`src/rtl/fwd_pkg.sv`:
```
package fwd_pkg;

   typedef enum logic [1:0] {
      FWD_RF  = 2'b00,
      FWD_WBK = 2'b01,
      FWD_EXM = 2'b10
   } fwd_sel_e;

   localparam int unsigned FWD_STAGES = 2;
   localparam int unsigned FWD_OPNDS  = 2;

endpackage

```
`src/rtl/fwd_hit_cmp.sv`:
```
module fwd_hit_cmp #(
   parameter int unsigned REG_W     = 5,
   parameter bit          EXCL_ZERO = 1'b1
) (
   input  logic [REG_W-1:0] src_num,
   input  logic [REG_W-1:0] dst_num,
   input  logic             dst_wen,
   output logic             hit
);

   generate
      if (REG_W < 1) begin : g_bad_width
         $error("fwd_hit_cmp: REG_W must be at least 1");
      end
   endgenerate

   logic same_num;
   logic dst_live;

   assign same_num = (src_num == dst_num);

   generate
      if (EXCL_ZERO) begin : g_zero_excluded
         assign dst_live = dst_wen && (dst_num != '0);
      end else begin : g_zero_allowed
         assign dst_live = dst_wen;
      end
   endgenerate

   always_comb begin
      hit = same_num && dst_live;

      no_wen_hit_chk: assert (!(hit && !dst_wen));

      zero_dst_hit_chk: assert (!(EXCL_ZERO && hit && dst_num == '0));
   end

endmodule

```
`src/rtl/fwd_sel_arb.sv`:
```
module fwd_sel_arb
   import fwd_pkg::*;
(
   input  logic     exm_hit,
   input  logic     wbk_hit,
   output fwd_sel_e sel
);

   always_comb begin
      if (exm_hit)
         sel = FWD_EXM;
      else if (wbk_hit)
         sel = FWD_WBK;
      else
         sel = FWD_RF;

      exm_priority_chk: assert (!(exm_hit && sel != FWD_EXM));

      idle_file_chk: assert (exm_hit || wbk_hit || sel == FWD_RF);

      no_code3_chk: assert (sel != fwd_sel_e'(2'b11));
   end

endmodule

```
`src/rtl/fwd_opnd_mux.sv`:
```
module fwd_opnd_mux
   import fwd_pkg::*;
#(
   parameter int unsigned DATA_W = 32
) (
   input  fwd_sel_e          sel,
   input  logic [DATA_W-1:0] rf_word,
   input  logic [DATA_W-1:0] exm_word,
   input  logic [DATA_W-1:0] wbk_word,
   output logic [DATA_W-1:0] y
);

   generate
      if (DATA_W < 1) begin : g_bad_width
         $error("fwd_opnd_mux: DATA_W must be at least 1");
      end
   endgenerate

   always_comb begin
      unique case (sel)
         FWD_EXM: y = exm_word;
         FWD_WBK: y = wbk_word;
         default: y = rf_word;
      endcase

      mux_exm_chk: assert (sel != FWD_EXM || y == exm_word);

      mux_wbk_chk: assert (sel != FWD_WBK || y == wbk_word);
   end

endmodule

```
`src/rtl/fwd_bypass_unit.sv`:
```
module fwd_bypass_unit
   import fwd_pkg::*;
#(
   parameter int unsigned REG_W     = 5,
   parameter int unsigned DATA_W    = 32,
   parameter bit          EXCL_ZERO = 1'b1
) (
   input  logic [REG_W-1:0]  ex_src_rs,
   input  logic [REG_W-1:0]  ex_src_rt,
   input  logic [REG_W-1:0]  exm_dst,
   input  logic              exm_wen,
   input  logic [REG_W-1:0]  wbk_dst,
   input  logic              wbk_wen,
   input  logic [DATA_W-1:0] rf_word_a,
   input  logic [DATA_W-1:0] rf_word_b,
   input  logic [DATA_W-1:0] exm_result,
   input  logic [DATA_W-1:0] wbk_value,
   output logic [1:0]        sel_a,
   output logic [1:0]        sel_b,
   output logic [DATA_W-1:0] opnd_a,
   output logic [DATA_W-1:0] opnd_b
);

   localparam int unsigned NOP = FWD_OPNDS;

   generate
      if (REG_W > 16) begin : g_bad_reg_w
         $error("fwd_bypass_unit: REG_W out of range");
      end
   endgenerate

   // per-operand source numbers and file words, index 0 = A (rs), 1 = B (rt)
   logic [REG_W-1:0]  src_num [NOP];
   logic [DATA_W-1:0] rf_word [NOP];
   logic [DATA_W-1:0] y_word  [NOP];
   fwd_sel_e          sel_v   [NOP];
   logic              exm_hit [NOP];
   logic              wbk_hit [NOP];

   assign src_num[0] = ex_src_rs;
   assign src_num[1] = ex_src_rt;
   assign rf_word[0] = rf_word_a;
   assign rf_word[1] = rf_word_b;

   generate
      for (genvar k = 0; k < NOP; k++) begin : g_opnd
         fwd_hit_cmp #(
            .REG_W     (REG_W),
            .EXCL_ZERO (EXCL_ZERO)
         ) u_exm_cmp (
            .src_num (src_num[k]),
            .dst_num (exm_dst),
            .dst_wen (exm_wen),
            .hit     (exm_hit[k])
         );

         fwd_hit_cmp #(
            .REG_W     (REG_W),
            .EXCL_ZERO (EXCL_ZERO)
         ) u_wbk_cmp (
            .src_num (src_num[k]),
            .dst_num (wbk_dst),
            .dst_wen (wbk_wen),
            .hit     (wbk_hit[k])
         );

         fwd_sel_arb u_arb (
            .exm_hit (exm_hit[k]),
            .wbk_hit (wbk_hit[k]),
            .sel     (sel_v[k])
         );

         fwd_opnd_mux #(
            .DATA_W (DATA_W)
         ) u_mux (
            .sel      (sel_v[k]),
            .rf_word  (rf_word[k]),
            .exm_word (exm_result),
            .wbk_word (wbk_value),
            .y        (y_word[k])
         );
      end
   endgenerate

   assign sel_a  = sel_v[0];
   assign sel_b  = sel_v[1];
   assign opnd_a = y_word[0];
   assign opnd_b = y_word[1];

endmodule

```
`config.mk`:
```
export PLATFORM = sky130hd
export DESIGN_NAME = fwd_bypass_unit
export DESIGN_NICKNAME = d
export VERILOG_FILES = /design/src/rtl/fwd_pkg.sv /design/src/rtl/fwd_hit_cmp.sv /design/src/rtl/fwd_sel_arb.sv /design/src/rtl/fwd_opnd_mux.sv /design/src/rtl/fwd_bypass_unit.sv
export SDC_FILE = /design/constraint.sdc
export NUM_CORES = 1
export LEC_CHECK = 0
export ABC_AREA = 1
export BUFFER_PORTS_ARGS = -buffer_cell sky130_fd_sc_hd__buf_4
export CORE_UTILIZATION = 32
export DETAILED_ROUTE_END_ITERATION = 10
export PLACE_DENSITY = 0.82
export SYNTH_ARGS = -nofsm -noshare
export SYNTH_HDL_FRONTEND = slang
export SYNTH_HIERARCHICAL = 1
export SYNTH_SLANG_ARGS = --single-unit
```
`constraint.sdc`:
```
create_clock -name vclk -period 2.6
set_input_delay 0.39 -clock vclk [all_inputs]
set_output_delay 0.39 -clock vclk [all_outputs]
set_load 0.05 [all_outputs]
```
# Word level (Yosys, flattened, before mapping)
# Index checks and enable logic that the tools add are counted.
[classes] order_cmp=0 div=0 mul=0 n_eq_ne=8 n_addsub=0 mux=6 reduce_logical=8 n_shift=0 bitwise_logic=0
[op_table] op="$pmux 32 s2" count=2
[op_table] op="$eq 5x5->1" count=4
[op_table] op="$reduce_bool 5->1" count=2
[op_table] op="$logic_and 1x1->1" count=6
[op_table] op="$eq 2x1->1 const B" count=2
[op_table] op="$eq 2x2->1 const B" count=2
[op_table] op="$mux 2" count=2
[op_table] op="$mux 1" count=2
[word_totals] mem_bits_ro=0 regBits=0 mem_count=0 wordCells=22 out_inout_bits=68 latchBits=0 ram_bits=0

# Longest topological paths before layout
# Gate-level depths: netlist of the first run.
[depth] ltp_word=7 depth_mapped=15

# Hierarchy
# Netlist of the first run, hierarchy kept.
[by_module_without_submodules] mod="fwd_opnd_mux" seq_area_each_um2=0.0 n_inst=2 cells_per_inst=210 area_each_um2=878.3
[by_module_without_submodules] mod="fwd_hit_cmp" seq_area_each_um2=0.0 n_inst=4 cells_per_inst=26 area_each_um2=106.4
[by_module_without_submodules] mod="fwd_sel_arb" seq_area_each_um2=0.0 n_inst=2 cells_per_inst=3 area_each_um2=17.5

# Worst setup path after synthesis of the first run
# OpenSTA, ideal clock, no wires.
[synth_path] path_type="input to output" startpoint="in wbk_dst[1]" endpoint="out opnd_a[0]" path_slack_ns=-0.156 arrival_ns=2.366 cell_stages=15 cell_sequence="inv_1 > nand2_1 > nand2_1 > nor2_1 > nand3_1 > nor2_1 > inv_1 > nor2_2 > inv_1 > ha_1 > buf_2 > inv_2 > buf_6 > nand2_1 > nand2_1"
[synth_lines] item="start, declared" line_no="fwd_bypass_unit.sv:12" source="input logic [REG_W-1:0] wbk_dst,"
[synth_lines] item="end, declared" line_no="fwd_bypass_unit.sv:20" source="output logic [DATA_W-1:0] opnd_a,"

# Final worst setup path of the first run
[layout_path] startpoint="in ex_src_rs[2]" endpoint="out opnd_a[18]"
[layout_between] elab_chain_len=6 elab_cells_between_ends=9 cone_classes="eq/ne (4); mux (3); reduce/logical (2)"
[layout_rtl] item="start, declared" line_no="fwd_bypass_unit.sv:8" source="input logic [REG_W-1:0] ex_src_rs,"
[layout_rtl] item="$eq 5x5->1" line_no="fwd_hit_cmp.sv:20" source="assign same_num = (src_num == dst_num);"
[layout_rtl] item="$logic_and 1x1->1" line_no="fwd_hit_cmp.sv:31" source="hit = same_num && dst_live;"
[layout_rtl] item="$mux 1" line_no="fwd_sel_arb.sv:12" source="else if (wbk_hit)"
[layout_rtl] item="$mux 2 (*)" line_no="fwd_sel_arb.sv:10" source="if (exm_hit)"
[layout_rtl] item="$eq 2x1->1 / $eq 2x2->1 (equally long branches)" line_no="fwd_opnd_mux.sv:20" source="unique case (sel)"
[layout_rtl] item="$pmux 32 s2 (*)" line_no="fwd_opnd_mux.sv:20"
# Every way passes the cells marked *; elsewhere a longest branch is shown, timed or not.

==> results of run 1 <==
==> stage by stage <==
| step | utilization (%) | area, um2 |
|---|---|---|
| after global routing | 61.86 | 4040 |
| after floorplan | - | 2227 |
| after detailed placement | 58.91 | 3847 |
| after global placement | 58.91 | 3847 |
| final | 61.86 | 4040 |
| after CTS | 58.95 | 3850 |
==> metal layers <==
layer / GRT usage (%) / up-vias
met2: 49.34 / 184
met4: 3.544 / 0
met1: 28.44 / 1670
met3: 2.626 / 12
met5: 0 / -
li1: - / 1964
==> repair_timing <==
action | 4_1_cts | 5_1_grt
gates cloned | 0 | 3
endpoints found under the hold margin | 0 | 0
resized for setup | 1 | 30
hold buffers | 0 | 0
setup endpoints to repair | 1 | 64
==> kinds of logic (layout without fill, tap and decap cells) <==
kind of cell / count (synthesis) / count (layout) / synth area share [%]
AOI/OAI and AO/OA: 4 / 4 / 0.9030
xor gates and xnor gates: 4 / 4 / 1.580
adders and majority gates: 4 / 4 / 2.257
buffers and inverters: 64 / 273 / 17.72
and+or+nand+nor: 454 / 454 / 77.54
==> power groups by stage <==
stage,Sequential [W],Clock (W),Combinational [W]
floorplan,0,0,0.000434
global placement,0,0,0.000765
detailed placement,0,0,0.000775
CTS,0,0,0.000777
global route,0,0,0.000862
finish,0,0,0.000812
==> path summary, 6_finish.rpt <==
| kind | from | to | cells past startpoint |
|---|---|---|---|
| max | ex_src_rs[2] | opnd_a[18] | 13 |
| min | rf_word_a[5] | opnd_a[5] | 4 |
==> placed cells by master, fill, tap and decap left out <==
cell / instances
nand2_1: 428
inv_1: 34
xnor2_1: 4
a21oi_2: 2
clkbuf_16: 2
ha_1: 2
nor2_1: 14
nor2_4: 4
buf_8: 1
buf_4: 212
buf_12: 2
a21oi_1: 2
inv_2: 1
ha_4: 2
buf_6: 20
inv_6: 1
nand3_1: 8
==> layout make-up <==
| type | instances | area [um2] |
|---|---|---|
| Fill cell | 675 | 2491 |
| Timing Repair Buffer | 237 | 1922 |
| Multi-Input combinational cell | 466 | 1882 |
| Inverter | 36 | 140.1 |
| Tap cell | 77 | 96.34 |
==> worst max-delay path, stage by stage <==
cell	delay, ns
buf_4	0.13
nor2_1	0.11
nand3_1	0.09
a21oi_2	0.20
nor2_4	0.09
nor2_4	0.13
inv_1	0.08
ha_4	0.31
inv_6	0.06
clkbuf_16	0.16
nand2_1	0.08
nand2_1	0.07
buf_6	0.15
==> results.yml, run 1 <==
power_and_ir_drop:
  power_w: 0.0008121
  power-per-cell-area_nw_per_um2: 201.0
  peakVddDrop_uv: 105.1
  leakagePower_nw: 2.629
  switching_power_w: 0.0004798
  p_comb_share_pct: 100.0
  switching_share_pct: 59.08
  p_seq_share_pct: 0
  clkPwrFrac_pct: 0
  p_int_w: 0.0003323
synthesis:
  synth.most_common_cell: "nand2_1"
  syn_nets: 684
  yosysSeqAreaShare_pct: 0
  yosys-top-cells-area: "nand2_1 72%, buf_6 9.1%, inv_1 5.8%, nor2_1 2.7%, ha_1 2.3%"
  netlist.top_cell.by_area: "nand2_1"
  netlist_instances: 530
  syn_area_um2: 2217
  synth_warnings: 6
  synth.top_cells.by_count: "428 x nand2_1, 34 x inv_1, 18 x buf_6"
  yosysTopAreaCellShare_pct: 72.46
  ys_types: 12
  syn_avg_cell_area_um2: 4.183
routing:
  topRoutingLayerUsed: "met4"
  drc: 0
  viasPerCell: 4.694
  postRouteAntennaNets: 0
  dr_wl_met2_um: 5148
  first_pass_iters: 5
  met1Wirelength_um: 3934
  num_vias: 3830
  wl_per_cell_um: 12.26
  dr_wl_met3_um: 786
  drt-total-wl_um: 10010
  drt_iter0_drc: 199
sta:
  fin_setup_tns_ns: 0
  tightest_slew_ns: 0.1946
  period_share_pct: 94.51
  whs_ns: 1.115
  fin_crit_ns: 2.457
  rsz0062_at_grt: "no"
  hold_violations: 0
  drv_slew: 0
  fmax_ghz: 0.4069
  setup_slack_ns: 0.1427
  relSlewSlack_pct: 87.03
  setup_violations: 0
finish:
  clkbuf_count: 0
  insertedDiodeCount: 0
  layoutNonFillerInstCount: 816
  seq_cell_count: 0
  drive_gt1_share_pct: 33.42
  nNetsFinal: 895
  area_growth_pct: 82.22
  seqCellArea_um2: 0
die:
  top_level_ports: 218
  die_x_um: 85.24
  dieArea_um2: 7265
  num_rows: 29
  start_util_pct: 33.95
  coreArea_um2: 6531
  die_h_um: 85.24
place:
  gp_congestion: 0.9084
  dp.cells: 813
  post-place-ws_ns: 0.005407
  hpwl_um: 7767
  io_buffer_count: 218
run:
  drv_cap: 0
outcome:
  outcome: "completed"
hold_path:
  holdCritPathClass: "input port to output pin"
grt:
  grt-ovfl-total: 0
  antenna_found_initial: 0
  grt_max_degree: 33
  first_global_vias: 3452
  grt_use_total_pct: 24.71
  grt_first_pass_wirelength_um: 15000
setup_path:
  cp.arrival_ns: 2.07
  crit_fanout: 8
  criticalPathCategory: "input port to output pin"
  required_ns: 2.21
  cp-end-kind: "output pin"
  critPathLaunchType: "input port"
clocking:
  post-cts-setup-buffers: 0
No activity file was read; power rests on OpenSTA's default activity.
==> inputs of run 2 (changes only) <==
--- a/config.mk
+++ b/config.mk
@@ -7,6 +7,7 @@
 export LEC_CHECK = 0
 export ABC_AREA = 1
 export BUFFER_PORTS_ARGS = -buffer_cell sky130_fd_sc_hd__buf_4
+export CORE_ASPECT_RATIO = 1.75
 export CORE_UTILIZATION = 32
 export DETAILED_ROUTE_END_ITERATION = 10
 export PLACE_DENSITY = 0.82
==> run 2 against run 1 <==
Net effect:
- wire length down 0.69%
- worst hold slack better by 0.0057 ns
- core utilization down 0.66 points
- power down 0.54%
- final area down 0.22%
- clock-buffer cell count unchanged
- critical path depth unchanged
- maximum frequency down 2.8%
- combinational power down 0.5%
- largest power group unchanged
==> results.yml, run 2 (same netlist as run 1, synthesis figures left out) <==
outcome:
  outcome: "completed"
place:
  gp_congestion: 0.8698
  post-place-ws_ns: 0.01433
  hpwl_um: 7817
  placed_cell_area_um2: 3901
  io_buffer_count: 218
finish:
  seq_cell_count: 0
  final_common_cell: "nand2_1"
  multi_input_area_um2: 1867
  final_cell_mix: "428 x nand2_1, 209 x buf_4, 34 x inv_1"
  fillCellCount: 670
  fin_area_um2: 4031
  insertedDiodeCount: 0
  nNetsFinal: 891
  drive_gt1_share_pct: 32.65
  seqCellArea_um2: 0
  area_growth_pct: 81.83
  clkbuf_count: 0
routing:
  postRouteAntennaNets: 0
  met1Wirelength_um: 3670
  num_vias: 3797
  dr_wl_met3_um: 649
  dr_wl_met2_um: 5491
  first_pass_iters: 6
  drt-total-wl_um: 9937
  drc: 0
  topRoutingLayerUsed: "met4"
  drt_iter0_drc: 315
  wl_per_cell_um: 12.16
  viasPerCell: 4.647
sta:
  setup_slack_ns: 0.07112
  whs_ns: 1.121
  fmax_ghz: 0.3954
  tightest_slew_ns: 0.2792
  setup_violations: 0
  period_share_pct: 97.26
  fin_crit_ns: 2.529
  relSlewSlack_pct: 81.38
  drv_slew: 0
  hold_violations: 0
die:
  top_level_ports: 218
  coreArea_um2: 6588
  start_util_pct: 33.66
  dieArea_um2: 7278
  die_h_um: 112.1
  num_rows: 39
  die_x_um: 64.92
clocking:
  ctsHoldBuffers: 0
setup_path:
  cp.arrival_ns: 2.14
  criticalPathCategory: "input port to output pin"
  cp-end-kind: "output pin"
  crit_fanout: 17
  critPathLaunchType: "input port"
  required_ns: 2.21
run:
  drv_cap: 0
grt:
  grt_use_total_pct: 25.46
  grt_max_degree: 33
  grt_first_pass_wirelength_um: 15360
  grt-ovfl-total: 0
  antenna_found_initial: 0
  first_global_vias: 3497
power_and_ir_drop:
  switching_share_pct: 59.18
  peakVddDrop_uv: 175.6
  power-per-cell-area_nw_per_um2: 200.4
  p_seq_share_pct: 0
  p_comb_share_pct: 100.0
  switching_power_w: 0.0004780
  clkPwrFrac_pct: 0
  leakagePower_nw: 2.619
  p_int_w: 0.0003297
hold_path:
  min_path_cells: 4
  worst_hold_path.endpoint: "opnd_b[8]"
  holdCritPathClass: "input port to output pin"
  min_from: "rf_word_b[8]"
run 2: changes by cell type in the layout (fill, tap and decap cells not counted):
cell       change
buf_4          -3
nor2_1         +1
nor2_4         -1
buf_6          -6
buf_12         +6
clkbuf_16      -1
inv_2          +1
a21oi_2        -2
inv_6          -1
a21oi_1        +2
run 2: layout make-up:
| class | instances | area share [%] |
|---|---|---|
| well taps | 82 | 2.545 |
| inverters | 36 | 3.352 |
| multi-input cells | 466 | 46.31 |
| repair buffers | 233 | 47.80 |
run 2: critical path: stages:
cell     delay, ns
buf_4         0.13
nor2_1        0.10
nand3_1       0.08
a21oi_1       0.26
nor2_4        0.11
nor2_4        0.14
inv_1         0.08
ha_4          0.25
inv_2         0.10
buf_12        0.15
nand2_1       0.07
nand2_1       0.07
buf_4         0.20
run 2: layer usage:
metal,global-route usage (%),vias to the layer above
met3,2.033,16
met2,49.79,172
met4,4.000,0
met5,0,-
met1,29.11,1654
li1,-,1955
run 2: what timing repair did:
action	CTS	global route
setup endpoints to repair	0	64
gates resized for setup	0	24
setup buffers	0	0
run 2: per-stage QoR:
| step | setup TNS, ns | utilization (%) | instances | power (W) |
|---|---|---|---|---|
| floorplan | 0 | - | 530 | 0.0004345 |
| global placement | 0 | 59.22 | 816 | 0.0007736 |
| detailed placement | 0 | 59.22 | 816 | 0.0007823 |
| CTS | 0 | 59.22 | 816 | 0.0007846 |
| global route | -0.3399 | 61.20 | 817 | 0.0008586 |
| finish | 0 | 61.20 | 817 | 0.0008077 |
run 2: power by group through the flow:
stage	clock, W	sequential, W	combinational (W)
floorplan	0	0	0.000434
global placement	0	0	0.000774
detailed placement	0	0	0.000782
CTS	0	0	0.000785
global route	0	0	0.000859
finish	0	0	0.000808
run 2: how the worst max path moves through the flow:
stage / slack (ns) / from / endpoint
after CTS: 0.007 / ex_src_rt[2] / opnd_b[8]
after global placement: 0.08 / ex_src_rt[2] / opnd_b[8]
after detailed placement: 0.01 / ex_src_rt[2] / opnd_b[8]
after floorplan: 0.02 / wbk_dst[1] / opnd_a[0]
final: 0.07 / ex_src_rs[2] / opnd_a[1]
after global routing: -0.04 / ex_src_rs[2] / opnd_a[1]
==> inputs of run 3 (changes only) <==
--- a/config.mk
+++ b/config.mk
@@ -7,10 +7,10 @@
 export LEC_CHECK = 0
 export ABC_AREA = 1
 export BUFFER_PORTS_ARGS = -buffer_cell sky130_fd_sc_hd__buf_4
-export CORE_ASPECT_RATIO = 1.75
-export CORE_UTILIZATION = 32
+export CORE_AREA = 2 2 84 86
 export DETAILED_ROUTE_END_ITERATION = 10
-export PLACE_DENSITY = 0.82
+export DIE_AREA = 0 0 86 88
+export PLACE_DENSITY = 0.84
 export SYNTH_ARGS = -nofsm -noshare
 export SYNTH_HDL_FRONTEND = slang
 export SYNTH_HIERARCHICAL = 1
==> run 3 against run 2 <==
Net effect:
- power decreased by 1.6%
- critical path depth down 1
- global-route usage is 2.1 points lower
- first-iteration DRC count down 54%
- wire length grew 1.3%
- combinational power shrank 2%
- core utilization shrank 1.8 points
- sequential share of layout area unchanged
- final area shrank 2.1%
- worst hold slack improved by 0.0064 ns
- die area is 4.0% higher
- flip-flop and latch count unchanged
- largest cell class is now multi-input combinational cells
==> results.yml, run 3 (same netlist as run 1, synthesis figures left out) <==
finish:
  final_cell_mix: "428 x nand2_1, 225 x buf_4, 34 x inv_1"
  insertedDiodeCount: 0
  drive_gt1_share_pct: 33.24
  seqCellArea_um2: 0
  final_common_cell: "nand2_1"
  utilization_pct: 59.38
  layoutNonFillerInstCount: 817
  area_growth_pct: 77.93
  nNetsFinal: 893
  fin_area_um2: 3945
  seq_cell_count: 0
  clkbuf_count: 0
outcome:
  outcome: "completed"
setup_path:
  cpMostUsedCell: "buf_4"
  crit_fanout: 18
  cp-end-kind: "output pin"
  cpPeakStageDelay_ns: 0.28
  cpMaxStageDelayCell: "ha_4"
  cp.arrival_ns: 2.16
  required_ns: 2.21
  critPathLaunchType: "input port"
  criticalPathCategory: "input port to output pin"
  crit_path_cell_trace: "buf_4 > nor2_1 > nand3_1 > a21oi_2 > nor2_4 > nor2_4 > inv_1 > ha_4 > buf_4 > nand2_1 > nand2_1 > buf_4"
die:
  top_level_ports: 218
  die_h_um: 88
  num_rows: 30
  die_x_um: 86
  start_util_pct: 33.37
  coreArea_um2: 6644
  dieArea_um2: 7568
grt:
  grt_use_total_pct: 23.34
  grt_max_degree: 21
  grt_first_pass_wirelength_um: 14870
  antenna_found_initial: 0
  grt-ovfl-total: 0
  first_global_vias: 3525
routing:
  drc: 0
  drt_iter0_drc: 146
  postRouteAntennaNets: 0
  viasPerCell: 4.750
  num_vias: 3881
  drt-total-wl_um: 10070
  first_pass_iters: 5
  wl_per_cell_um: 12.33
sta:
  setup_slack_ns: 0.04579
  relSlewSlack_pct: 85.40
  period_share_pct: 98.24
  hold_violations: 0
  fmax_ghz: 0.3915
  tightest_slew_ns: 0.2190
  whs_ns: 1.127
  drv_slew: 0
  fin_crit_ns: 2.554
  setup_violations: 0
power_and_ir_drop:
  peakVddDrop_uv: 117.0
  leakagePower_nw: 2.594
  power-per-cell-area_nw_per_um2: 201.4
place:
  placed_cell_area_um2: 3871
  dp.cells: 817
  post-place-ws_ns: 0.01415
  io_buffer_count: 218
  gp_congestion: 0.8953
  hpwl_um: 8111
hold_path:
  worst_hold_path.endpoint: "opnd_b[15]"
  min_from: "rf_word_b[15]"
  holdCritPathClass: "input port to output pin"
  min_path_cells: 4
run:
  drv_cap: 0
clocking:
  cts_resized: 0
  ctsHoldBuffers: 0
  post-cts-setup-buffers: 0
## run 3: changes by cell type in the layout (fill, tap and decap cells not counted), sizes merged
cell | previous run | this run
clkbuf | 1 | 0
buf | 232 | 235
## run 3: worst max-delay path, delay by kind of cell
family | cells | cell delay [ns]
buffers and inverters | 4 | 0.64
and+or+nand+nor | 6 | 0.64
AOI/OAI and AO/OA | 1 | 0.20
adders and majority gates | 1 | 0.28
## run 3: worst max path at each step
stage / slack, ns / end / start / cells past startpoint
floorplan: 0.02 / opnd_a[0] / wbk_dst[1] / 15
global placement: 0.06 / opnd_a[18] / ex_src_rs[3] / 14
detailed placement: 0.01 / opnd_a[18] / exm_dst[4] / 15
CTS: 0.003 / opnd_a[18] / exm_dst[4] / 15
global route: -0.03 / opnd_b[22] / ex_src_rt[2] / 12
finish: 0.05 / opnd_b[22] / ex_src_rt[2] / 12
## run 3: per-layer routing
layer	track usage [%]	wire length, um
met5	0	0
met4	5.483	152
met3	2.356	913
met2	46.16	5166
met1	26.60	3838
## run 3: area by class of cell
type,count,area (um2)
multi-input combinational,466,1882
inverter,36,135.1
tap,80,100.1
fill,703,2699
timing repair buffer,235,1828
## run 3: through the flow
stage / TNS, ns / total power (W)
3_5_place_dp: 0 / 0.0007819
5_1_grt: -0.2179 / 0.0008418
6_report: 0 / 0.0007947
3_3_place_gp: 0 / 0.0007720
2_1_floorplan: 0 / 0.0004345
4_1_cts: 0 / 0.0007838
## run 3: where the power goes
group / switching [W] / internal [W] / total, W / leakage (nW)
Combinational: 0.000477 / 0.000317 / 0.000795 / 2.59
Sequential: 0 / 0 / 0 / 0
Clock: 0 / 0 / 0 / 0
Total: 0.000477 / 0.000317 / 0.000795 / 2.59
